## src/rtl/rora_pkg.sv

```systemverilog
package rora_pkg;
  localparam int REG_W   = 16;
  localparam int LVL_W   = 3;
  localparam int ID_W    = 8;
  localparam int LVL_LSB = 13;
  localparam int SRC_BIT = 12;
  localparam int NLINES  = (1 << LVL_W) - 1;

  typedef struct packed {
    logic [LVL_W-1:0] level;
    logic             src_ne;
    logic [ID_W-1:0]  status;
  } irq_cfg_t;
endpackage

```

## src/rtl/rora_cfg_reg.sv

```systemverilog
module rora_cfg_reg
  import rora_pkg::*;
(
  input  logic             clk,
  input  logic             rst,
  input  logic             wr,
  input  logic [REG_W-1:0] wdata,
  output logic [REG_W-1:0] rdata,
  output irq_cfg_t         cfg
);
  localparam int PAD_W = SRC_BIT - ID_W;

  always_ff @(posedge clk) begin
    if (rst) begin
      cfg <= '0;
    end else if (wr) begin
      cfg.level  <= wdata[LVL_LSB +: LVL_W];
      cfg.src_ne <= wdata[SRC_BIT];
      cfg.status <= wdata[ID_W-1:0];
    end
  end

  assign rdata = {cfg.level, cfg.src_ne, {PAD_W{1'b1}}, cfg.status};

  p_reset_clear_r9: assert property (@(posedge clk)
    $past(rst) |-> (cfg.level == '0 && !cfg.src_ne));
endmodule

```

## src/rtl/rora_req_gen.sv

```systemverilog
module rora_req_gen
  import rora_pkg::*;
(
  input  logic              clk,
  input  logic              rst,
  input  irq_cfg_t          cfg,
  input  logic              fifo_empty,
  input  logic              fifo_half,
  input  logic              fifo_rd,
  output logic              req_active,
  output logic [NLINES-1:0] irq_n
);
  logic cond, lvl_nz, req_q, rd_seen, req_next;

  assign lvl_nz   = (cfg.level != '0);
  assign cond     = cfg.src_ne ? !fifo_empty : fifo_half;
  assign req_next = lvl_nz && (cond || (req_q && !rd_seen));

  always_ff @(posedge clk) begin
    if (rst) begin
      req_q   <= 1'b0;
      rd_seen <= 1'b0;
    end else begin
      req_q   <= req_next;
      rd_seen <= req_next && (rd_seen || (req_q && fifo_rd));
    end
  end

  assign req_active = req_q;

  for (genvar i = 0; i < NLINES; i++) begin : g_line
    always_ff @(posedge clk) begin
      if (rst) irq_n[i] <= 1'b1;
      else     irq_n[i] <= !(req_q && lvl_nz && (cfg.level == LVL_W'(i + 1)));
    end
  end

  p_onehot_line_r4: assert property (@(posedge clk) disable iff (rst)
    $onehot0(~irq_n));
  p_level_zero_quiet_r5: assert property (@(posedge clk) disable iff (rst)
    (cfg.level == '0) |=> (&irq_n));
  p_release_needs_drain_r6: assert property (@(posedge clk) disable iff (rst)
    ($fell(req_q) && $past(lvl_nz)) |-> !$past(cond));
endmodule

```

## src/rtl/rora_ack_resp.sv

```systemverilog
module rora_ack_resp
  import rora_pkg::*;
(
  input  logic             clk,
  input  logic             rst,
  input  irq_cfg_t         cfg,
  input  logic             req_active,
  input  logic             iack,
  input  logic [LVL_W-1:0] iack_level,
  output logic             vec_valid,
  output logic [ID_W-1:0]  vec_data,
  output logic             iack_pass
);
  logic claim;
  assign claim = iack && req_active && (cfg.level != '0) && (iack_level == cfg.level);

  always_ff @(posedge clk) begin
    if (rst) begin
      vec_valid <= 1'b0;
      vec_data  <= '0;
      iack_pass <= 1'b0;
    end else begin
      vec_valid <= claim;
      vec_data  <= claim ? cfg.status : '0;
      iack_pass <= iack && !claim;
    end
  end

  p_vector_on_match_r7: assert property (@(posedge clk) disable iff (rst)
    vec_valid |-> ($past(iack) && $past(iack_level) == $past(cfg.level)));
  p_pass_exclusive_r8: assert property (@(posedge clk) disable iff (rst)
    !(vec_valid && iack_pass));
endmodule

```

## src/rtl/rora_interrupter.sv

```systemverilog
module rora_interrupter
  import rora_pkg::*;
(
  input  logic              clk,
  input  logic              rst,
  input  logic              cfg_wr,
  input  logic [15:0]       cfg_wdata,
  output logic [15:0]       cfg_rdata,
  input  logic              fifo_empty,
  input  logic              fifo_half,
  input  logic              fifo_rd,
  input  logic              iack,
  input  logic [2:0]        iack_level,
  output logic [6:0]        irq_n,
  output logic              vec_valid,
  output logic [7:0]        vec_data,
  output logic              iack_pass
);
  irq_cfg_t cfg;
  logic     req_active;

  rora_cfg_reg u_cfg (
    .clk(clk), .rst(rst), .wr(cfg_wr), .wdata(cfg_wdata),
    .rdata(cfg_rdata), .cfg(cfg)
  );

  rora_req_gen u_req (
    .clk(clk), .rst(rst), .cfg(cfg), .fifo_empty(fifo_empty),
    .fifo_half(fifo_half), .fifo_rd(fifo_rd),
    .req_active(req_active), .irq_n(irq_n)
  );

  rora_ack_resp u_ack (
    .clk(clk), .rst(rst), .cfg(cfg), .req_active(req_active),
    .iack(iack), .iack_level(iack_level), .vec_valid(vec_valid),
    .vec_data(vec_data), .iack_pass(iack_pass)
  );
endmodule

```

## config.mk

```make
export PLATFORM = sky130hd
export DESIGN_NAME = rora_interrupter
export DESIGN_NICKNAME = d
export VERILOG_FILES = /design/src/rtl/rora_pkg.sv /design/src/rtl/rora_cfg_reg.sv /design/src/rtl/rora_req_gen.sv /design/src/rtl/rora_ack_resp.sv /design/src/rtl/rora_interrupter.sv
export SDC_FILE = /design/constraint.sdc
export NUM_CORES = 1
export LEC_CHECK = 0
export BUFFER_PORTS_ARGS = -buffer_cell sky130_fd_sc_hd__buf_2
export CAP_MARGIN = 0
export CORE_MARGIN = 5
export CORE_UTILIZATION = 43
export CTS_CLUSTER_DIAMETER = 150
export CTS_CLUSTER_SIZE = 28
export DETAILED_ROUTE_END_ITERATION = 12
export PLACE_DENSITY = 0.86
export SETUP_SLACK_MARGIN = 0.5
export SKIP_CTS_REPAIR_TIMING = 1
export SYNTH_ARGS = -nofsm -noshare
export SYNTH_HDL_FRONTEND = slang
export SYNTH_SLANG_ARGS = --single-unit
```

## constraint.sdc

```tcl
create_clock -name clk -period 2.17 [get_ports clk]
set_input_delay 0.434 -clock clk [delete_from_list [all_inputs] [get_ports clk]]
set_output_delay 0.434 -clock clk [all_outputs]
set_load 0.1 [all_outputs]
```

== Word-level counts from Yosys, hierarchy flattened ==
Cells that the tools add are included.
Word-level totals
  bits in registers: 31
  bits of input ports: 26
  word-level logic and storage cells: 55
  output and inout bits: 33
Cells by class
  reductions and logical operators: 30
  muxes and demuxes: 1
  eq/ne operators: 8
  bitwise operators: 1
Operators with widths (number)
  logical AND 1 bit: 16
  == test 3 bit, second input constant: 4
  zero test 1 bit: 10
  == test 3 x 2 -> 1 bit, second input constant: 2
  == test 3 x 1 -> 1 bit, second input constant: 1
  == test 3 bit: 1
  nonzero test 3 bit: 1
  logical OR 1 bit: 2
  OR reduction 2 bit: 1
  two-way mux 1 bit: 1
  inverter 1 bit: 1

== Depth between registers and ports, before layout ==
  depth in word-level cells: 5
  mapped depth: 5

== Hierarchy ==
Synthesis repeated with hierarchy kept, for this count alone.
Unflattened totals
  cells, all modules: 118
  area, all modules: 1238.7 µm²
By module, submodules not included
  rora_cfg_reg: instances 1, area an instance 544.3 µm², cells each 55
  rora_ack_resp: instances 1, area an instance 391.6 µm², cells each 36
  rora_req_gen: instances 1, area an instance 302.8 µm², cells each 27

== Worst setup path before layout ==
OpenSTA, ideal clock, no wires.
  path type: reg2reg
  from: register, netlist name u_cfg.cfg[9]
  to: register u_ack.iack_pass
  slack: -0.167 ns
  arrival time: 2.215 ns
  library setup time: 0.122 ns
  stages on the path, launching flop included: 6
  path buffers: 2
  cells stage by stage: dfxtp_1 -> clkbuf_2 -> nor2b_1 -> or4_4 -> buf_6 -> o311a_1
Between the ends
  cells in the longest elaborated chain, start to end: 5
  elaborated cells on any way between the ends: 6
  those cells by class: eq/ne: 1; reduce/logical: 5
RTL lines
  nonzero test 3 bit: line rora_ack_resp.sv:15  | assign claim = iack && req_active && (cfg.level != '0) && (iack_level == cfg.level);
  logical AND 1 bit: line rora_ack_resp.sv:15
  logical AND 1 bit (*): line rora_ack_resp.sv:15
  zero test 1 bit (*): line rora_ack_resp.sv:25  | iack_pass <= iack && !claim;
  logical AND 1 bit (*): line rora_ack_resp.sv:25
  to (signal assigned): line rora_ack_resp.sv:25
  to (decl): line rora_ack_resp.sv:12  | output logic iack_pass
Every way passes the cells marked *; elsewhere a longest branch is shown, timed or not.
A chain may end at the register's enable or synchronous reset.

== Worst setup path after layout ==
  from: register, netlist name u_cfg.cfg[9]
  to: output port cfg_rdata[13]
RTL lines
  to (decl): line rora_interrupter.sv:8  | output logic [15:0] cfg_rdata,
No word-level cell between the ends.

==> results.txt <==
- Clock Power Share: 28.3%
- In this run the worst path has a maximum fanout of 10.
* Total wire length after detailed routing: 2510 µm
* Hold violation total from the final report: 0
- Post-synth EDFFs: 0
- In this run the count of I/O pins placed on the die edge is 59.
* Number of global-route vias before repair: 898
- Setup repair after global routing left no endpoint under its margin.
- The finished cells cover 1430 µm².
* Die Span Y: about 60 µm
- The clock passes through at most 2 buffers.
- For this run, the post-layout net count is 192.
- Critical hold path startpoint: cfg_wdata[7]
* Cell leakage power: 0.000689 µW
- The first global-routing pass estimated ~3900 µm of wire.
* Ordered list of cells on the worst path: buf_2
* Worst reg2reg path endpoint: u_ack.iack_pass
- The die covers 3760 µm².
- Fill cells: 237
- Setup CP Type: reg2out
- Sum of overflow across all layers after global routing: 0
- For this design, the slowest cell found on the critical path is sky130_fd_sc_hd__buf_2.
- Period utilisation layout: roughly 74%
* Core Box Area: around 2500 µm²
- TritonCTS built the clock tree.
* Fraction of registers with async set or reset after synthesis: 0%
- In this run the critical register-to-register path is launched from u_cfg.cfg[10].
* Global-route total usage across every layer: between 10 and 15%
- Among cell families on the critical path, the largest total delay comes from buffers and inverters.
- Most area-consuming cells after synthesis: sky130_fd_sc_hd__dfxtp_1 (55%), sky130_fd_sc_hd__mux2i_1 (11%), sky130_fd_sc_hd__nor4_1 (4.4%), sky130_fd_sc_hd__nor2_1 (4.3%), sky130_fd_sc_hd__inv_1 (3.7%)
* Net Sw Power: 386 µW
- After detailed routing, the number of vias per cell comes to between 4 and 5.
- Clock-pin slew was measured on the worst setup and hold paths at 0.08 ns.
* Part of the power in registers: 51.4%
* Cell variety after synth: 27
- Setup total negative slack on the finished layout was measured at 0 ns.
- In this run the worst hold path is classified as in2reg.
- The first detailed-routing pass ran for 4 iterations.
- TritonCTS buffer count: 5
* Most instantiated flip-flop cell in the synthesis netlist: sky130_fd_sc_hd__dfxtp_1
* Flip-flop and latch count after synthesis: 31
- On the final layout, the worst clock skew is approximately 0.008 ns.
* Number of DRC violations after detailed routing: 0
- CP Data Required Time: 1.74 ns
- IR analysis of the VDD net gives a maximum drop of around 0.00053 V.
- Sequential element share of the synthesized area: 54.9%
- Share of final-layout standard cells stronger than drive strength 1: 38.6%
- Counting instances, the worst hold path has a depth of 3.
- DRT antenna net count: 0
- Number of stages on the worst setup path: 1
- The run finished with clean final reports.
- Routed length per instance: 12.8 µm
- Buffers on Ports: 50
- Largest area contributor in the netlist: sky130_fd_sc_hd__dfxtp_1
- Summing all placed instances gives a cell area of between 1000 and 1500 µm².
- Detailed placement ended at an HPWL of 1900 µm.
- Number of violations of the max-capacitance limit: 0
- The mapped netlist covers 1130 µm².
- Counting both buffers and inverters, the worst setup path holds a total of 1.
- Internal power comes to 785 µW.
- Clock Sinks: 31
- Root cell of the clock tree: sky130_fd_sc_hd__clkbuf_4
- Min Clock Period, post-route: 1.60 ns
* Endpoint type of the worst setup path: output port
- 1st-iter DRT viols: 22
* Antenna violations before repair: 0
* Starting Density: 45.2%
- For the worst flop-to-flop path, the logic depth is 3.
- Across all layers, the routed design uses 957 vias.
* Insertion delay of the later-clocked pin in the worst-skew pair: 0.33 ns
* Max incr delay on CP: 0.44 ns
* GPL Wtd Cong: a little over 0.8
- At the worst endpoint, the arrival time is 1.16 ns.
- Cell row count: 18
- P&R area growth vs syn: 26.8%
- In this run the register-to-register setup slack is 0.61 ns.
- Cell count after synthesis: 115
- Overall die width: approximately 61 µm
- The H-tree generated during clock tree synthesis spans 2 levels.
- STA classifies the critical path startpoint as a flop.
- Entering global routing, the biggest net connects 16 pins.
- Share of the synthesized area in the top cell type: 54.9%
* Worst Hold End: u_cfg.cfg[7]
- Count of pins over their slew limit: 0
- The number of antenna diodes in the final layout is 0.
- Power per unit of standard cell area: around 800 nW/µm²
- Total number of yosys warnings: 0
- Of the total power, the share spent switching nets is 33.0%.
- Avg Inst Size Synth: 9.84 µm²
* Number of setup violations in the final report: 0
* Combinational cell fraction of total power: about 20%
- Top achievable clock speed: roughly 630 MHz
## Yosys cell counts (2+ instances only)
master	number
sky130_fd_sc_hd__buf_4	4
sky130_fd_sc_hd__dfxtp_1	31
sky130_fd_sc_hd__buf_6	2
sky130_fd_sc_hd__nand2b_1	2
sky130_fd_sc_hd__nor2b_1	4
sky130_fd_sc_hd__a21oi_1	2
sky130_fd_sc_hd__mux2i_1	12
sky130_fd_sc_hd__nand2_1	7
sky130_fd_sc_hd__nor2_1	13
sky130_fd_sc_hd__nor4_1	8
sky130_fd_sc_hd__clkbuf_1	2
sky130_fd_sc_hd__inv_1	11
sky130_fd_sc_hd__nand3_1	2
sky130_fd_sc_hd__nor3_1	2
## per-layer routing
metal	routed length, µm	global-route usage (%)
met2	1250	25.8
met5	0	0
met4	57	7.43
met3	285	6.50
met1	922	14.8
## registers in the layout, indices dropped and copies added, names as in the netlist
register	count
u_req.rd_seen	1
u_ack.vec_data	8
u_req.req_active	1
u_req.irq_n	7
u_ack.vec_valid	1
u_ack.iack_pass	1
u_cfg.cfg	12
## cell type report
class,count,area (µm²),share of cell area (%)
inverters,11,41.3,2.88
repair buffers,51,258,18.0
well taps,30,37.5,2.62
flip-flops and latches,31,629,43.9
multi-input cells,66,412,28.7
clock inverters,1,5.00,0.349
clock buffers,6,51.3,3.58
## logic make-up (layout without fill, tap and decap cells)
group,count (synthesis),after routing,synth area share [%]
other,1,4,0.332
buffers and inverters,21,69,9.73
AO/OA/AOI/OAI,6,6,3.65
AND/OR/NAND/NOR,44,44,20.8
flip-flops,31,31,54.9
multiplexers,12,12,10.6
## placed cells by master, fill, tap and decap left out, types with 2 or more instances in the layout
cell type	count
sky130_fd_sc_hd__inv_1	11
sky130_fd_sc_hd__clkbuf_4	5
sky130_fd_sc_hd__buf_2	50
sky130_fd_sc_hd__mux2i_1	12
sky130_fd_sc_hd__nor4_1	8
sky130_fd_sc_hd__conb_1	4
sky130_fd_sc_hd__nor3_1	2
sky130_fd_sc_hd__nor2_1	13
sky130_fd_sc_hd__nand2_1	7
sky130_fd_sc_hd__dfxtp_4	2
sky130_fd_sc_hd__a21oi_1	2
sky130_fd_sc_hd__nand2b_1	2
sky130_fd_sc_hd__nor2b_1	4
sky130_fd_sc_hd__dfxtp_1	28
sky130_fd_sc_hd__nand3_1	2
## worst max-delay path by stage
stage | start | to | slack, ns
2_1_floorplan | u_cfg.cfg[10] | u_ack.iack_pass | 0.37
3_3_place_gp | iack_level[1] | u_ack.iack_pass | 0.51
3_5_place_dp | iack_level[1] | u_ack.iack_pass | 0.49
6_report | u_cfg.cfg[9] | cfg_rdata[13] | 0.57
4_1_cts | u_cfg.cfg[9] | cfg_rdata[13] | 0.55
5_1_grt | u_cfg.cfg[9] | cfg_rdata[13] | 0.51
## power groups by stage
| stage | logic, µW | registers (µW) | clock network (µW) |
|---|---|---|---|
| 2_1_floorplan | 97.4 | 717 | 0 |
| 5_1_grt | 251 | 605 | 367 |
| 4_1_cts | 240 | 601 | 347 |
| 3_5_place_dp | 239 | 615 | 0 |
| 3_3_place_gp | 236 | 613 | 0 |
| 6_report | 239 | 601 | 331 |
## stage by stage
step | hold WS, ns | utilization, % | instances | total power, µW | worst slack (ns)
6_report | 0.342 | 57.4 | 196 | 1170 | 0.571
5_1_grt | 0.327 | 57.4 | 196 | 1220 | 0.506
4_1_cts | 0.326 | 57.4 | 196 | 1190 | 0.547
3_5_place_dp | 0.442 | 55.1 | 189 | 854 | 0.494
3_3_place_gp | 0.440 | 55.1 | 189 | 848 | 0.510
2_1_floorplan | 0.477 | - | 118 | 814 | 0.371
Note: power is estimated with default switching activity, not from simulation.
